===== config.mk =====
export PLATFORM = sky130hd
export DESIGN_NAME = l2_recency_insert
export DESIGN_NICKNAME = d
export VERILOG_FILES = /design/src/rtl/l2ins_pkg.sv /design/src/rtl/l2ins_ctrl.sv /design/src/rtl/l2ins_dp.sv /design/src/rtl/l2_recency_insert.sv
export SDC_FILE = /design/constraint.sdc
export NUM_CORES = 2
export LEC_CHECK = 0
export BUFFER_PORTS_ARGS = -buffer_cell sky130_fd_sc_hd__buf_2
export CORE_ASPECT_RATIO = 1.25
export CORE_UTILIZATION = 40
export DETAILED_ROUTE_END_ITERATION = 7
export PLACE_DENSITY = 0.65
export SETUP_SLACK_MARGIN = 0.1
export SLEW_MARGIN = 20
export SYNTH_ARGS = -nofsm -noshare
export SYNTH_HDL_FRONTEND = slang
export SYNTH_SLANG_ARGS = --single-unit
export TNS_END_PERCENT = 50

===== constraint.sdc =====
create_clock -name clk -period 11.2 [get_ports clk]
set_input_delay 0.56 -clock clk [delete_from_list [all_inputs] [get_ports clk]]
set_output_delay 0.56 -clock clk [all_outputs]
set_load 0.03 [all_outputs]

===== src/rtl/l2ins_pkg.sv =====
package l2ins_pkg;
  typedef enum logic [1:0] {
    OP_LOOKUP   = 2'd0,
    OP_FILL     = 2'd1,
    OP_FILL_LOW = 2'd2,
    OP_DROP     = 2'd3
  } opKind_e;

  typedef struct packed {
    logic respond;   // request produces a response
    logic hit;       // tag found
    logic touch;     // recency row is rewritten
    logic alloc;     // tag/valid written into selected way
    logic evict;     // allocation displaces a valid line
    logic toLru;     // insert at the least-recently-used end
  } ctrlStrobe_t;
endpackage


===== src/rtl/l2ins_ctrl.sv =====
module l2ins_ctrl
  import l2ins_pkg::*;
#(
  parameter int WAYS  = 8,
  parameter int TAG_W = 12,
  parameter int WAY_W = $clog2(WAYS),
  parameter int AGE_W = $clog2(WAYS)
) (
  input  logic                            clk,
  input  logic                            rstN,
  input  logic                            reqValid,
  input  logic [1:0]                      reqOp,
  input  logic [TAG_W-1:0]                reqTag,
  input  logic [WAYS-1:0][TAG_W-1:0]      rowTag,
  input  logic [WAYS-1:0]                 rowValid,
  input  logic [WAYS-1:0][AGE_W-1:0]      rowAge,
  output ctrlStrobe_t                     strobe,
  output logic [WAY_W-1:0]                selWay
);
  localparam logic [AGE_W-1:0] LRU_AGE = AGE_W'(WAYS - 1);

  opKind_e          op;
  logic [WAYS-1:0]  hitVec;
  logic             anyHit;
  logic             isFill;
  logic [WAY_W-1:0] hitWay;
  logic [WAY_W-1:0] victimWay;

  assign op = opKind_e'(reqOp);

  for (genvar w = 0; w < WAYS; w++) begin : g_cmp
    assign hitVec[w] = rowValid[w] && (rowTag[w] == reqTag);
  end

  assign anyHit = |hitVec;
  assign isFill = (op == OP_FILL) || (op == OP_FILL_LOW);

  always_comb begin
    hitWay = '0;
    for (int w = 0; w < WAYS; w++) begin
      if (hitVec[w]) hitWay = WAY_W'(w);
    end
  end

  always_comb begin
    victimWay = '0;
    for (int w = 0; w < WAYS; w++) begin
      if (rowAge[w] == LRU_AGE) victimWay = WAY_W'(w);
    end
    for (int w = WAYS - 1; w >= 0; w--) begin
      if (!rowValid[w]) victimWay = WAY_W'(w);
    end
  end

  assign selWay = anyHit ? hitWay : victimWay;

  always_comb begin
    strobe         = '0;
    strobe.respond = reqValid && (op != OP_DROP);
    strobe.hit     = anyHit;
    strobe.touch   = strobe.respond && (anyHit || isFill);
    strobe.alloc   = strobe.respond && isFill && !anyHit;
    strobe.evict   = strobe.alloc && rowValid[victimWay];
    strobe.toLru   = strobe.alloc && (op == OP_FILL_LOW);
  end


  single_match_chk: assert property (@(posedge clk) disable iff (!rstN)
    reqValid |-> $onehot0(hitVec));


  invalid_first_chk: assert property (@(posedge clk) disable iff (!rstN)
    (strobe.alloc && !(&rowValid)) |-> !rowValid[selWay]);


  drop_inert_chk: assert property (@(posedge clk) disable iff (!rstN)
    (reqValid && op == OP_DROP) |-> (!strobe.touch && !strobe.alloc));
endmodule


===== src/rtl/l2ins_dp.sv =====
module l2ins_dp
  import l2ins_pkg::*;
#(
  parameter int SETS  = 16,
  parameter int WAYS  = 8,
  parameter int TAG_W = 12,
  parameter int SET_W = $clog2(SETS),
  parameter int WAY_W = $clog2(WAYS),
  parameter int AGE_W = $clog2(WAYS)
) (
  input  logic                        clk,
  input  logic                        rstN,
  input  logic [SET_W-1:0]            reqSet,
  input  logic [TAG_W-1:0]            reqTag,
  input  ctrlStrobe_t                 strobe,
  input  logic [WAY_W-1:0]            selWay,
  output logic [WAYS-1:0][TAG_W-1:0]  rowTag,
  output logic [WAYS-1:0]             rowValid,
  output logic [WAYS-1:0][AGE_W-1:0]  rowAge,
  output logic                        rspValid,
  output logic                        rspHit,
  output logic                        rspEvict,
  output logic [TAG_W-1:0]            rspEvictTag,
  output logic [WAY_W-1:0]            rspWay
);
  localparam logic [AGE_W-1:0] LRU_AGE = AGE_W'(WAYS - 1);

  logic [SETS-1:0][WAYS-1:0][TAG_W-1:0] tagMem;
  logic [SETS-1:0][WAYS-1:0]            validMem;
  logic [SETS-1:0][WAYS-1:0][AGE_W-1:0] ageMem;
  logic [WAYS-1:0][AGE_W-1:0]           newAge;
  logic [AGE_W-1:0]                     selAge;

  assign rowTag   = tagMem[reqSet];
  assign rowValid = validMem[reqSet];
  assign rowAge   = ageMem[reqSet];
  assign selAge   = rowAge[selWay];

  always_comb begin
    for (int w = 0; w < WAYS; w++) begin
      newAge[w] = rowAge[w];
      if (strobe.toLru) begin
        if (WAY_W'(w) == selWay)   newAge[w] = LRU_AGE;
        else if (rowAge[w] > selAge) newAge[w] = rowAge[w] - AGE_W'(1);
      end else begin
        if (WAY_W'(w) == selWay)   newAge[w] = '0;
        else if (rowAge[w] < selAge) newAge[w] = rowAge[w] + AGE_W'(1);
      end
    end
  end

  always_ff @(posedge clk) begin
    if (!rstN) begin
      for (int s = 0; s < SETS; s++) begin
        for (int w = 0; w < WAYS; w++) begin
          tagMem[s][w]   <= '0;
          validMem[s][w] <= 1'b0;
          ageMem[s][w]   <= AGE_W'(w);
        end
      end
      rspValid    <= 1'b0;
      rspHit      <= 1'b0;
      rspEvict    <= 1'b0;
      rspEvictTag <= '0;
      rspWay      <= '0;
    end else begin
      if (strobe.touch) ageMem[reqSet] <= newAge;
      if (strobe.alloc) begin
        tagMem[reqSet][selWay]   <= reqTag;
        validMem[reqSet][selWay] <= 1'b1;
      end
      rspValid    <= strobe.respond;
      rspHit      <= strobe.hit;
      rspEvict    <= strobe.evict;
      rspEvictTag <= rowTag[selWay];
      rspWay      <= selWay;
    end
  end


  promote_mru_chk: assert property (@(posedge clk) disable iff (!rstN)
    (strobe.touch && !strobe.toLru) |=> ageMem[$past(reqSet)][$past(selWay)] == '0);


  low_at_lru_chk: assert property (@(posedge clk) disable iff (!rstN)
    strobe.toLru |=> ageMem[$past(reqSet)][$past(selWay)] == LRU_AGE);


  evict_on_miss_chk: assert property (@(posedge clk) disable iff (!rstN)
    rspEvict |-> (rspValid && !rspHit));
endmodule


===== src/rtl/l2_recency_insert.sv =====
module l2_recency_insert
  import l2ins_pkg::*;
#(
  parameter int SETS  = 16,
  parameter int WAYS  = 8,
  parameter int TAG_W = 12,
  parameter int SET_W = $clog2(SETS),
  parameter int WAY_W = $clog2(WAYS)
) (
  input  logic             clk,
  input  logic             rstN,
  input  logic             reqValid,
  input  logic [1:0]       reqOp,
  input  logic [SET_W-1:0] reqSet,
  input  logic [TAG_W-1:0] reqTag,
  output logic             rspValid,
  output logic             rspHit,
  output logic             rspEvict,
  output logic [TAG_W-1:0] rspEvictTag,
  output logic [WAY_W-1:0] rspWay
);
  localparam int AGE_W = $clog2(WAYS);

  ctrlStrobe_t                strobe;
  logic [WAY_W-1:0]           selWay;
  logic [WAYS-1:0][TAG_W-1:0] rowTag;
  logic [WAYS-1:0]            rowValid;
  logic [WAYS-1:0][AGE_W-1:0] rowAge;

  l2ins_ctrl #(.WAYS(WAYS), .TAG_W(TAG_W), .WAY_W(WAY_W), .AGE_W(AGE_W)) u_ctrl (
    .clk(clk), .rstN(rstN), .reqValid(reqValid), .reqOp(reqOp), .reqTag(reqTag),
    .rowTag(rowTag), .rowValid(rowValid), .rowAge(rowAge),
    .strobe(strobe), .selWay(selWay)
  );

  l2ins_dp #(.SETS(SETS), .WAYS(WAYS), .TAG_W(TAG_W), .SET_W(SET_W), .WAY_W(WAY_W),
             .AGE_W(AGE_W)) u_dp (
    .clk(clk), .rstN(rstN), .reqSet(reqSet), .reqTag(reqTag),
    .strobe(strobe), .selWay(selWay),
    .rowTag(rowTag), .rowValid(rowValid), .rowAge(rowAge),
    .rspValid(rspValid), .rspHit(rspHit), .rspEvict(rspEvict),
    .rspEvictTag(rspEvictTag), .rspWay(rspWay)
  );
endmodule


==> out/qor.txt <==
status -> finished with violations
failing checks -> design-rule violations
RSZ-0062 raised after global routing -> false
GPL Wtd Cong -> 1.031
dpl hpwl -> 229.7 mm
deepest clock path buffer count -> 4
post-layout util -> 0.4390
Setup TNS Final -> 0 ns
flop-to-flop setup slack -> 3.09 ns
reg2reg start -> u_dp.ageMem[271]
Leak Pwr -> 34.99 nW
Critical Path RT -> 11.91 ns
Worst Clk Skew -> 0.09701 ns
critical path class -> input pin to register
DIE WIDTH -> 439.3 um
final worst path period need -> 9.091 ns
P_int -> 0.01174 W
Syn Area/Cell -> 8.411 um2
Sink Count -> 2066
number of synthesized flops with an enable pin -> 0
die area -> 241000 um2
sw power -> 0.003822 W
clock root cell -> clkbuf_16
Worst Setup Start Kind -> input pin
Worst EP arrival -> 9.80 ns
Residual DRC -> 3
Mapped Area -> 95620 um2
Max Cap Viol -> 0
Area contributors post-synth -> dfxtp_1, nand2_1, mux4_2
Max VDD drop -> 0.1275 mV
PD cells -> 149.3 nW/um2
antenna-violating nets left -> 0
post_cts resized -> 0
first-pass GRT wire length -> 528.9 mm
synth warn -> 0
Syn-to-layout area delta -> 9.030%
port buffer count -> 38
H-tree levels -> 4
1st-iter DRT viols -> 10720
min-delay src -> reqTag[2]
Starting Density -> 0.4026
Layout Cells excl Fill -> 14040
DP Cell Count -> 13670
Slew @ Worst Pin -> 1.239 ns
cts-stage hold buffer count -> 0
# rows -> 200
clock network fraction of design power -> 0.461
post-synth top area cell -> dfxtp_1
share of the clock period used by the worst path -> 0.8117
# Post-CTS Setup Buffers -> 0
vias in the first global route -> 81050
maximum clock rate -> 110.0 MHz
final setup vio count -> 0
Rel. slew slack -> 0.1719
CP Max Fanout -> 66
GRT Total Usage -> 0.2899
Hold Fails Final Rpt -> 0
Seq cells post-synth -> 2066
Vias -> 85120
hold path depth -> 3
crit end category -> register
Seq/Total Area, Yosys -> 0.4326
total wire length -> 361.7 mm
post-synthesis cell type count -> 121
Synth Instances -> 11370
core area -> 237500 um2
worst r2r dst -> u_dp.ageMem[71]
CTS tree -> built
Num CTS Buffers -> 210
antenna violations before repair -> 19
Placement Setup Slack -> 1.729 ns
largest net degree at the start of global routing -> 231
Comb pwr share -> 0.065
chip height -> 548.6 um
Via density -> 6.062
drt first pass iters -> 8
CTS clk-pin slew, worst paths -> 0.06 ns
syn nets -> 11430
Reg2Reg Depth -> 21
Hold Path Sink -> u_dp.tagMem[1274]
Post-synth top flop -> dfxtp_1
global route overflow -> 0
area share of the largest cell type after synthesis -> 0.4326
fin nets -> 10810
share of layout cells above drive strength 1 -> 0.1188
wire length per cell -> 25.76 um
Worst-Skew Late Latency -> 0.93 ns
# IOs -> 39
Sw Ratio -> 0.2456
worst setup margin -> 2.109 ns
Hold Path Class -> input pin to register
Flop pwr share -> 0.474
Max Slew Vio Count -> 0
Hold WS -> 0.04547 ns
asr flop ratio synth -> 0
-- worst max-delay path, cell delays in order --
cell and delay (ns):
buf_8 0.58, buf_12 0.35, nor2b_4 1.05, buf_4 0.53, a22oi_1 0.16, nand2_1 0.13, xnor2_1 0.07, o41ai_1 0.54
nand3_1 0.59, o22ai_2 0.61, o32a_1 0.40, nand2_2 0.58, nand2_1 0.18, o21ai_0 0.10, nor2_1 0.13, a21oi_1 0.05
mux2_2 0.40, ha_1 0.35, nor3b_1 0.35, a21oi_1 0.13, o21ai_0 0.12, or2_1 0.23, mux2_1 0.35, nor3b_2 0.83
o21ai_0 0.22
-- per-layer routing --
| metal | global-route usage | wire [um] |
|---|---|---|
| met1 | 0.3422 | 130200 |
| met2 | 0.4544 | 163000 |
| met3 | 0.07059 | 37550 |
| met4 | 0.2193 | 30560 |
| met5 | 0 | 366 |
-- power groups by stage --
stage / Sequential, W / Clock, W / Combinational (W)
2_1_floorplan: 0.00754 / 0 / 0.000652
3_3_place_gp: 0.00754 / 0 / 0.000953
3_5_place_dp: 0.00754 / 0 / 0.000964
4_1_cts: 0.00738 / 0.00721 / 0.000966
5_1_grt: 0.00737 / 0.00753 / 0.00103
6_report: 0.00738 / 0.00718 / 0.00101
-- metrics by stage --
stage               power [W]  area, um2
floorplan            0.008193      95620
CTS                   0.01556     104100
global placement     0.008493      97080
detailed placement   0.008505      97190
global route          0.01593     104200
finish                0.01556     104300
-- cells by family (layout without fill, tap and decap cells) --
group | after synthesis | after routing | synth area share
AND/OR/NAND/NOR | 4514 | 4514 | 0.1870
AO/OA/AOI/OAI | 2637 | 2637 | 0.1569
flip-flops | 2066 | 2066 | 0.4326
buffers and inverters | 1127 | 664 | 0.05089
multiplexers | 888 | 888 | 0.1585
XOR/XNOR | 91 | 91 | 0.008414
adder cells (fa/ha/maj) | 45 | 45 | 0.005823
other | 0 | 5 | 0
-- state kept, by name, summed over array words and instances (netlist names) --
signal / cells
u_dp.rspEvict: 1
u_dp.validMem: 128
u_dp.rspEvictTag: 12
u_dp.ageMem: 384
u_dp.rspValid: 1
u_dp.rspHit: 1
u_dp.rspWay: 3
u_dp.tagMem: 1536
-- layout by cell type, fill, tap and decap left out, drive strengths merged, types with 12 or more instances in the layout --
cell type	n
buf	246
and2	39
nor2b	21
inv	48
xor2	23
o211ai	120
ha	41
o21ai	274
nand2b	20
clkinv	34
mux2	70
nor3	59
nor3b	12
o22ai	26
a22oi	94
nand3	115
a21boi	12
a21oi	1811
bufinv	12
a22o	21
dfxtp	2066
nor2	546
clkbuf	314
a31oi	63
o21a	37
o31ai	12
or3	21
mux4	488
nor4	14
and3	39
nand4	15
xnor2	68
nand2	3581
mux2i	330
o211a	16
a211oi	31
-- area by class of cell --
cell class	instances	area (um2)
multi-input cells	8175	49700
diodes	5	12.51
clock inverters	55	696.9
fillers	22690	133200
inverters	49	201.4
flip-flops and latches	2066	41360
repair buffers	247	2130
well taps	3131	3918
clock buffers	313	6235
-- cells in the mapped netlist, drive strengths merged, types with 10 or more instances --
cell    number
nor4        14
mux2i      330
mux4       488
dfxtp     2066
a21boi      12
nand2     3581
xnor2       68
and2        39
o41ai       10
and3        39
o211a       16
nor2b       21
nand2b      20
nor3        59
a211oi      31
o31ai       12
o22ai       26
or3         21
a21oi     1811
a221oi      10
a22oi       94
nand3      115
a21o        10
inv         45
buf        222
o211ai     120
nor3b       12
o21a        37
a31oi       63
xor2        23
mux2        70
clkbuf     856
a22o        21
ha          41
nor2       546
nand4       15
o21ai      274
-- how the worst max path moves through the flow --
stage / from / end / slack, ns / cells after the start
3_5_place_dp: reqSet[0] / u_dp.ageMem[309] / 1.73 / 23
3_3_place_gp: reqSet[0] / u_dp.ageMem[241] / 1.64 / 25
2_1_floorplan: reqSet[0] / u_dp.ageMem[201] / 0.80 / 45
4_1_cts: reqSet[0] / u_dp.ageMem[261] / 2.63 / 23
6_report: reqSet[0] / u_dp.ageMem[49] / 2.11 / 25
5_1_grt: reqSet[0] / u_dp.ageMem[169] / 1.91 / 25
Power figures use the tool's default switching activity.
